$ cat config.mk
export PLATFORM = sky130hd
export DESIGN_NAME = adc_sweep_seq
export DESIGN_NICKNAME = d
export VERILOG_FILES = /design/src/rtl/adc_seq_pkg.sv /design/src/rtl/seq_regs.sv /design/src/rtl/seq_ctrl.sv /design/src/rtl/adc_sweep_seq.sv
export SDC_FILE = /design/constraint.sdc
export NUM_CORES = 1
export LEC_CHECK = 0
export BUFFER_PORTS_ARGS = -buffer_cell sky130_fd_sc_hd__buf_2
export CAP_MARGIN = 20
export CORE_AREA = 2 2 63 65
export CTS_CLUSTER_SIZE = 28
export DETAILED_ROUTE_END_ITERATION = 6
export DIE_AREA = 0 0 65 67
export PLACE_DENSITY = 0.7
export SLEW_MARGIN = 20
export SYNTH_ARGS = -nofsm -noshare
export SYNTH_HDL_FRONTEND = slang
export SYNTH_SLANG_ARGS = --single-unit
$ cat constraint.sdc
create_clock -name clk -period 2.85 [get_ports clk]
set_input_delay 0.285 -clock clk [delete_from_list [all_inputs] [get_ports clk]]
set_output_delay 0.285 -clock clk [all_outputs]
set_load 0.005 [all_outputs]
$ cat src/rtl/adc_seq_pkg.sv
package adc_seq_pkg;
  typedef struct packed {
    logic startTaken;
    logic launch;
    logic setFlag;
    logic loadPulse;
  } seqStrobe_t;

  typedef enum logic {ST_IDLE, ST_CONV} seqState_t;
endpackage

$ cat src/rtl/seq_regs.sv
module seq_regs
  import adc_seq_pkg::*;
#(
  parameter int NUM_CH = 8,
  parameter int PULSE_CYC = 50
) (
  input  logic              clk,
  input  logic              rstN,
  input  logic              cfgWr,
  input  logic [15:0]       cfgWrData,
  input  logic              maskWr,
  input  logic [NUM_CH-1:0] maskWrData,
  input  logic              dataRd,
  input  logic              statusRd,
  input  seqStrobe_t        strb,
  output logic [15:0]       cfgRdData,
  output logic [NUM_CH-1:0] maskQ,
  output logic              modeQ,
  output logic              startPendQ,
  output logic              davN
);
  localparam int CNT_W = $clog2(PULSE_CYC + 1);
  localparam logic [15:0] MODE_BIT  = 16'h2000;
  localparam logic [15:0] START_BIT = 16'h1000;
  localparam logic [15:0] FLAG_BIT  = 16'h0080;

  logic flagQ, flagNext, modeNext;
  logic wrMode, wrStart, wrFlag;
  logic [CNT_W-1:0] pulseCnt;

  assign wrMode  = |(cfgWrData & MODE_BIT);
  assign wrStart = |(cfgWrData & START_BIT);
  assign wrFlag  = |(cfgWrData & FLAG_BIT);
  assign modeNext = cfgWr ? wrMode : modeQ;

  always_comb begin
    flagNext = flagQ;
    if ((cfgWr && !wrFlag) || dataRd || strb.launch) flagNext = 1'b0;
    if (strb.setFlag) flagNext = 1'b1;
    if (modeNext) flagNext = 1'b0;
  end

  always_ff @(posedge clk) begin
    if (!rstN) begin
      modeQ      <= 1'b1;
      startPendQ <= 1'b0;
      flagQ      <= 1'b0;
      maskQ      <= '0;
      pulseCnt   <= '0;
    end else begin
      if (cfgWr) modeQ <= wrMode;
      if (maskWr) maskQ <= maskWrData;
      if (cfgWr && wrStart) startPendQ <= 1'b1;
      else if (strb.startTaken) startPendQ <= 1'b0;
      flagQ <= flagNext;
      if (strb.loadPulse) pulseCnt <= CNT_W'(PULSE_CYC);
      else if (pulseCnt != '0) pulseCnt <= pulseCnt - 1'b1;
    end
  end

  assign davN = !(flagQ || (pulseCnt != '0));
  assign cfgRdData = {2'b00, modeQ, startPendQ, 4'b0000, flagQ, 7'b0000000};

  assert_start_selfclear_R3: assert property (@(posedge clk) disable iff (!rstN)
    (startPendQ && !cfgWr) |=> !startPendQ);
  assert_flag_repeat_R7: assert property (@(posedge clk) disable iff (!rstN)
    modeQ |-> !flagQ);
  assert_status_noclear_R6: assert property (@(posedge clk) disable iff (!rstN)
    (flagQ && statusRd && !cfgWr && !dataRd && !strb.launch) |=> flagQ);
  assert_pulse_low_R8: assert property (@(posedge clk) disable iff (!rstN)
    strb.loadPulse |=> !davN);
endmodule

$ cat src/rtl/seq_ctrl.sv
module seq_ctrl
  import adc_seq_pkg::*;
#(
  parameter int NUM_CH = 8,
  parameter int CH_W = 3
) (
  input  logic              clk,
  input  logic              rstN,
  input  logic [NUM_CH-1:0] mask,
  input  logic              mode,
  input  logic              startPend,
  input  logic              convDone,
  output logic              convStart,
  output logic [CH_W-1:0]   convChan,
  output seqStrobe_t        strb
);
  seqState_t state, nState;
  logic [CH_W-1:0] chan, nChan, firstCh, aboveIdx;
  logic sweepRep, nRep, nStart, anyCh, aboveFound, lastHit;

  always_comb begin
    firstCh = '0;
    aboveIdx = '0;
    aboveFound = 1'b0;
    for (int i = NUM_CH - 1; i >= 0; i--) begin
      if (mask[i]) firstCh = CH_W'(i);
      if (mask[i] && i > int'(chan)) begin
        aboveIdx = CH_W'(i);
        aboveFound = 1'b1;
      end
    end
  end
  assign anyCh = |mask;
  assign lastHit = !aboveFound;

  always_comb begin
    strb = '0;
    nState = state;
    nChan = chan;
    nStart = 1'b0;
    nRep = sweepRep;
    if (startPend) begin
      strb.startTaken = 1'b1;
      if (anyCh) begin
        strb.launch = 1'b1;
        nState = ST_CONV;
        nChan = firstCh;
        nStart = 1'b1;
        nRep = mode;
      end
    end else if (state == ST_CONV && convDone) begin
      if (sweepRep && lastHit) strb.loadPulse = 1'b1;
      if (sweepRep && !mode) begin
        nState = ST_IDLE;
      end else if (!lastHit) begin
        nChan = aboveIdx;
        nStart = 1'b1;
      end else if (sweepRep) begin
        if (anyCh) begin
          nChan = firstCh;
          nStart = 1'b1;
        end else begin
          nState = ST_IDLE;
        end
      end else begin
        strb.setFlag = 1'b1;
        nState = ST_IDLE;
      end
    end
  end

  always_ff @(posedge clk) begin
    if (!rstN) begin
      state <= ST_IDLE;
      chan <= '0;
      convStart <= 1'b0;
      sweepRep <= 1'b0;
    end else begin
      state <= nState;
      chan <= nChan;
      convStart <= nStart;
      sweepRep <= nRep;
    end
  end

  assign convChan = chan;

  assert_idle_quiet_R5: assert property (@(posedge clk) disable iff (!rstN)
    (state == ST_IDLE) |-> !convStart);
  assert_empty_ignored_R10: assert property (@(posedge clk) disable iff (!rstN)
    (startPend && mask == '0) |=> (!convStart && state == $past(state) && chan == $past(chan)));
  assert_launch_first_R11: assert property (@(posedge clk) disable iff (!rstN)
    strb.launch |=> (convStart && convChan == $past(firstCh)));
  assert_advance_up_R4: assert property (@(posedge clk) disable iff (!rstN)
    (state == ST_CONV && convDone && !startPend && aboveFound && !(sweepRep && !mode))
      |=> (convStart && convChan > $past(chan)));
endmodule

$ cat src/rtl/adc_sweep_seq.sv
module adc_sweep_seq
  import adc_seq_pkg::*;
#(
  parameter int NUM_CH = 8,
  parameter int CLK_HZ = 50_000_000,
  localparam int CH_W = (NUM_CH > 1) ? $clog2(NUM_CH) : 1,
  localparam int PULSE_CYC = (CLK_HZ / 1_000_000 > 0) ? CLK_HZ / 1_000_000 : 1
) (
  input  logic              clk,
  input  logic              rstN,
  input  logic              cfgWr,
  input  logic [15:0]       cfgWrData,
  output logic [15:0]       cfgRdData,
  input  logic              maskWr,
  input  logic [NUM_CH-1:0] maskWrData,
  output logic [NUM_CH-1:0] maskRdData,
  input  logic              dataRd,
  input  logic              statusRd,
  output logic              convStart,
  output logic [CH_W-1:0]   convChan,
  input  logic              convDone,
  output logic              davN
);
  seqStrobe_t strb;
  logic [NUM_CH-1:0] maskQ;
  logic modeQ, startPendQ;

  seq_regs #(.NUM_CH(NUM_CH), .PULSE_CYC(PULSE_CYC)) u_regs (
    .clk(clk), .rstN(rstN), .cfgWr(cfgWr), .cfgWrData(cfgWrData),
    .maskWr(maskWr), .maskWrData(maskWrData), .dataRd(dataRd),
    .statusRd(statusRd), .strb(strb), .cfgRdData(cfgRdData),
    .maskQ(maskQ), .modeQ(modeQ), .startPendQ(startPendQ), .davN(davN)
  );

  seq_ctrl #(.NUM_CH(NUM_CH), .CH_W(CH_W)) u_ctrl (
    .clk(clk), .rstN(rstN), .mask(maskQ), .mode(modeQ),
    .startPend(startPendQ), .convDone(convDone), .convStart(convStart),
    .convChan(convChan), .strb(strb)
  );

  assign maskRdData = maskQ;
endmodule

==> flow_results.xml <==
<?xml version="1.0" encoding="UTF-8"?>
<metrics>
  <group name="power">
    <metric name="power.leakage" unit="nW">0.691</metric>
    <metric name="clockPowerShare" unit="%">20.9</metric>
    <metric name="power_frac_seq" unit="%">44.4</metric>
    <metric name="powerDensity" unit="nW/µm²">599</metric>
    <metric name="vdd.ir_drop.worst" unit="mV">0.334</metric>
    <metric name="power.combinational.fraction" unit="%">34.8</metric>
    <metric name="p_sw" unit="µW">322</metric>
    <metric name="internal_power" unit="µW">629</metric>
    <metric name="switching_share" unit="%">33.9</metric>
  </group>
  <group name="sta">
    <metric name="max_freq" unit="GHz">0.566</metric>
    <metric name="finClkSkew" unit="ps">1.72</metric>
    <metric name="worst_slew_pin_slew" unit="ps">574</metric>
    <metric name="period_needed" unit="ps">1770</metric>
    <metric name="rsz0062_at_grt" unit="">false</metric>
    <metric name="final-setup-viol-count" unit="">0</metric>
    <metric name="timing_max_transition_violations_final" unit="">0</metric>
    <metric name="postLayoutSetupSlackWorst" unit="ps">1080</metric>
    <metric name="final.setup.tns" unit="ps">0</metric>
    <metric name="final-hold-violation-count" unit="">0</metric>
    <metric name="timing.final.crit_share" unit="%">62.0</metric>
    <metric name="relative_slew_slack" unit="%">61.4</metric>
  </group>
  <group name="finish">
    <metric name="layout.core_utilization" unit="%">44.0</metric>
    <metric name="antenna_cells_inserted" unit="">0</metric>
    <metric name="final_net_count" unit="">233</metric>
    <metric name="final_cell_area" unit="µm²">1590</metric>
    <metric name="area_growth" unit="%">11.7</metric>
    <metric name="drive_above_1_share" unit="%">22.5</metric>
  </group>
  <group name="grt">
    <metric name="globalRouteOverflowTotal" unit="">0</metric>
    <metric name="grt_start_max_net_pins" unit="">16</metric>
    <metric name="first_global_vias" unit="">990</metric>
    <metric name="antenna_found_initial" unit="">0</metric>
    <metric name="grt_pass1_wl" unit="µm">4490</metric>
    <metric name="total_global_route_track_usage" unit="%">13.4</metric>
  </group>
  <group name="route">
    <metric name="detail-route-antenna-nets" unit="">0</metric>
    <metric name="initial_drt_markers" unit="">66</metric>
    <metric name="drt-pass1-iter-count" unit="">4</metric>
    <metric name="via_per_inst" unit="">5.07</metric>
    <metric name="drc" unit="">0</metric>
    <metric name="dr_total_vias" unit="">1257</metric>
    <metric name="totalWireLength" unit="µm">2770</metric>
    <metric name="wl_per_cell" unit="µm">11.2</metric>
  </group>
  <group name="die">
    <metric name="start_util" unit="%">39.4</metric>
    <metric name="die_footprint" unit="µm²">4360</metric>
    <metric name="fp-row-count" unit="">22</metric>
    <metric name="top_level_ports" unit="">60</metric>
    <metric name="core" unit="µm²">3610</metric>
    <metric name="chipWidth" unit="µm">65</metric>
    <metric name="fp.dieH" unit="µm">67</metric>
  </group>
  <group name="hold_path">
    <metric name="hold_class" unit="">in2reg</metric>
  </group>
  <group name="setup_path">
    <metric name="critical_path_class" unit="">reg2reg</metric>
    <metric name="critical_path_arrival" unit="ps">1910</metric>
    <metric name="critical_path_peak_fanout" unit="">9</metric>
    <metric name="worst-endpoint-required" unit="ps">2990</metric>
    <metric name="critPathCaptureType" unit="">register</metric>
    <metric name="setup.worst_path.start_class" unit="">register</metric>
  </group>
  <group name="clock_network">
    <metric name="clock-sinks" unit="">23</metric>
    <metric name="post_cts_resize_count" unit="">0</metric>
    <metric name="cts_buffers" unit="">3</metric>
    <metric name="tritoncts" unit="">done</metric>
    <metric name="cts_hold_bufs" unit="">0</metric>
    <metric name="cts-root-to-sink-buffers" unit="">2</metric>
    <metric name="clk_pin_slew" unit="ps">80</metric>
    <metric name="clk_root_buffer_cell" unit="">sky130_fd_sc_hd__clkbuf_8</metric>
    <metric name="postCtsSetupBuffers" unit="">0</metric>
    <metric name="clk_latency" unit="ps">260</metric>
    <metric name="htreeDepth" unit="">1</metric>
  </group>
  <group name="yosys">
    <metric name="ys.warnings.count" unit="">0</metric>
    <metric name="synth_area" unit="µm²">1420</metric>
    <metric name="synth_async_sr_flop_share" unit="%">0</metric>
    <metric name="synth.yosys.seq_area_share" unit="%">32.4</metric>
    <metric name="synthFlopType" unit="">sky130_fd_sc_hd__dfxtp_1</metric>
    <metric name="post_synth_inst_count" unit="">173</metric>
    <metric name="synth_top_cells_by_count" unit="">23 x sky130_fd_sc_hd__dfxtp_1, 23 x sky130_fd_sc_hd__nor2_1, 17 x sky130_fd_sc_hd__buf_4</metric>
    <metric name="postSynthAreaPerCell" unit="µm²">8.22</metric>
    <metric name="synth_edf_count" unit="">0</metric>
    <metric name="library_cell_occupying_the_most_area_in_the_post_synthesis_netlist" unit="">sky130_fd_sc_hd__dfxtp_1</metric>
    <metric name="post_synth_main_area_contributors" unit="">sky130_fd_sc_hd__dfxtp_1 32%, sky130_fd_sc_hd__buf_4 9.0%, sky130_fd_sc_hd__mux2i_1 7.0%</metric>
    <metric name="synth.ff_latch_count" unit="">23</metric>
    <metric name="synth_cell_type_count" unit="">49</metric>
    <metric name="post-synth-top-area-fraction" unit="%">32.4</metric>
  </group>
  <group name="place">
    <metric name="placement.cell_area" unit="µm²">1540</metric>
    <metric name="dp_worst_setup_slack" unit="ps">1090</metric>
    <metric name="quantity_of_i_o_buffers_inserted_on_ports" unit="">32</metric>
    <metric name="dp.final_hpwl" unit="µm">2110</metric>
    <metric name="weighted_congestion_reported_at_the_end_of_routability_driven_placement" unit="">0.882</metric>
  </group>
  <group name="flow_run">
    <metric name="drv.max_cap_violation_count" unit="">0</metric>
  </group>
  <group name="status">
    <metric name="status" unit="">finished, final reports clean</metric>
  </group>
</metrics>
## logic make-up after synthesis
group                      after synthesis  share of synthesized area (%)
AOI/OAI and AO/OA                       41                           20.4
adders and majority gates                1                          0.880
muxes                                   10                           7.04
other                                    1                          0.264
DFF                                     23                           32.4
buffers and inverters                   28                           12.0
xor gates and xnor gates                 2                           1.23
and+or+nand+nor                         67                           25.8
## routing by layer
metal	vias to the layer above	track usage (%)	wire length (µm)
li1	645	-	-
met1	572	17.4	1250
met2	35	20.5	1310
met3	5	2.20	147
met4	0	8.51	63
met5	-	0	0
## cell usage in the layout (no fill, tap or decap), types with 2 or more instances in the layout
| cell type | Yosys | layout |
|---|---|---|
| sky130_fd_sc_hd__buf_2 | 1 | 32 |
| sky130_fd_sc_hd__nor2_1 | 23 | 23 |
| sky130_fd_sc_hd__dfxtp_1 | 23 | 23 |
| sky130_fd_sc_hd__nand2_1 | 13 | 13 |
| sky130_fd_sc_hd__conb_1 | 1 | 13 |
| sky130_fd_sc_hd__a21oi_1 | 12 | 12 |
| sky130_fd_sc_hd__mux2i_1 | 10 | 10 |
| sky130_fd_sc_hd__inv_1 | 7 | 7 |
| sky130_fd_sc_hd__o21ai_0 | 7 | 7 |
| sky130_fd_sc_hd__nand3_1 | 6 | 6 |
| sky130_fd_sc_hd__nor2b_1 | 5 | 5 |
| sky130_fd_sc_hd__a31oi_1 | 3 | 3 |
| sky130_fd_sc_hd__clkbuf_8 | 0 | 3 |
| sky130_fd_sc_hd__nand3b_1 | 2 | 2 |
| sky130_fd_sc_hd__or4_1 | 2 | 2 |
| sky130_fd_sc_hd__nand2b_1 | 2 | 2 |
| sky130_fd_sc_hd__nor3b_1 | 2 | 2 |
| sky130_fd_sc_hd__a211oi_1 | 2 | 2 |
| sky130_fd_sc_hd__a211oi_2 | 2 | 2 |
| sky130_fd_sc_hd__xnor2_1 | 2 | 2 |
| sky130_fd_sc_hd__and3_1 | 2 | 2 |
## final timing paths
path / slack [ps] / cells after the start / to / startpoint
max: 1080 / 5 / u_ctrl.convChan[0] / u_ctrl.convChan[2]
min: 250 / 2 / u_regs.startPendQ / cfgWrData[12]
max reg2reg: 1080 / 5 / u_ctrl.convChan[0] / u_ctrl.convChan[2]
min reg2reg: 490 / 2 / u_regs.pulseCnt[3] / u_regs.pulseCnt[3]
## cell type report
cell class | instances | area, µm²
Fill cell | 379 | 2020
Multi-Input combinational cell | 134 | 836
Sequential cell | 23 | 460
Timing Repair Buffer | 32 | 160
Tap cell | 48 | 60.1
Clock buffer | 4 | 45.0
Inverter | 7 | 26.3
## power by group through the flow
| stage | Clock (mW) | Combinational, mW | Sequential (mW) |
|---|---|---|---|
| 3_3_place_gp | 0 | 0.329 | 0.428 |
| 3_5_place_dp | 0 | 0.333 | 0.428 |
| 6_report | 0.198 | 0.331 | 0.422 |
| 5_1_grt | 0.222 | 0.369 | 0.430 |
| 4_1_cts | 0.205 | 0.335 | 0.421 |
| 2_1_floorplan | 0 | 0.282 | 0.413 |
## stage by stage
step / instances / total power [mW] / hold slack (ps)
after floorplan: 185 / 0.694 / 368
after CTS: 248 / 0.960 / 244
after global placement: 244 / 0.757 / 477
after detailed placement: 244 / 0.760 / 483
final: 248 / 0.951 / 248
after global routing: 248 / 1.02 / 258
## critical path, stage by stage, from the launching register on
cell and delay (ps):
sky130_fd_sc_hd__dfxtp_1 490, sky130_fd_sc_hd__o21ba_2 230, sky130_fd_sc_hd__nor4_4 380, sky130_fd_sc_hd__nand3_1 170
sky130_fd_sc_hd__a211oi_2 270, sky130_fd_sc_hd__o32ai_2 110
## sequential cells by signal (all words and copies together) (netlist names)
signal	count
u_regs.startPendQ	1
u_ctrl.convChan	3
u_ctrl.state	1
u_regs.maskQ	8
u_regs.pulseCnt	6
u_ctrl.sweepRep	1
u_ctrl.convStart	1
u_regs.modeQ	1
u_regs.flagQ	1
(Power assumes the default switching activity.)
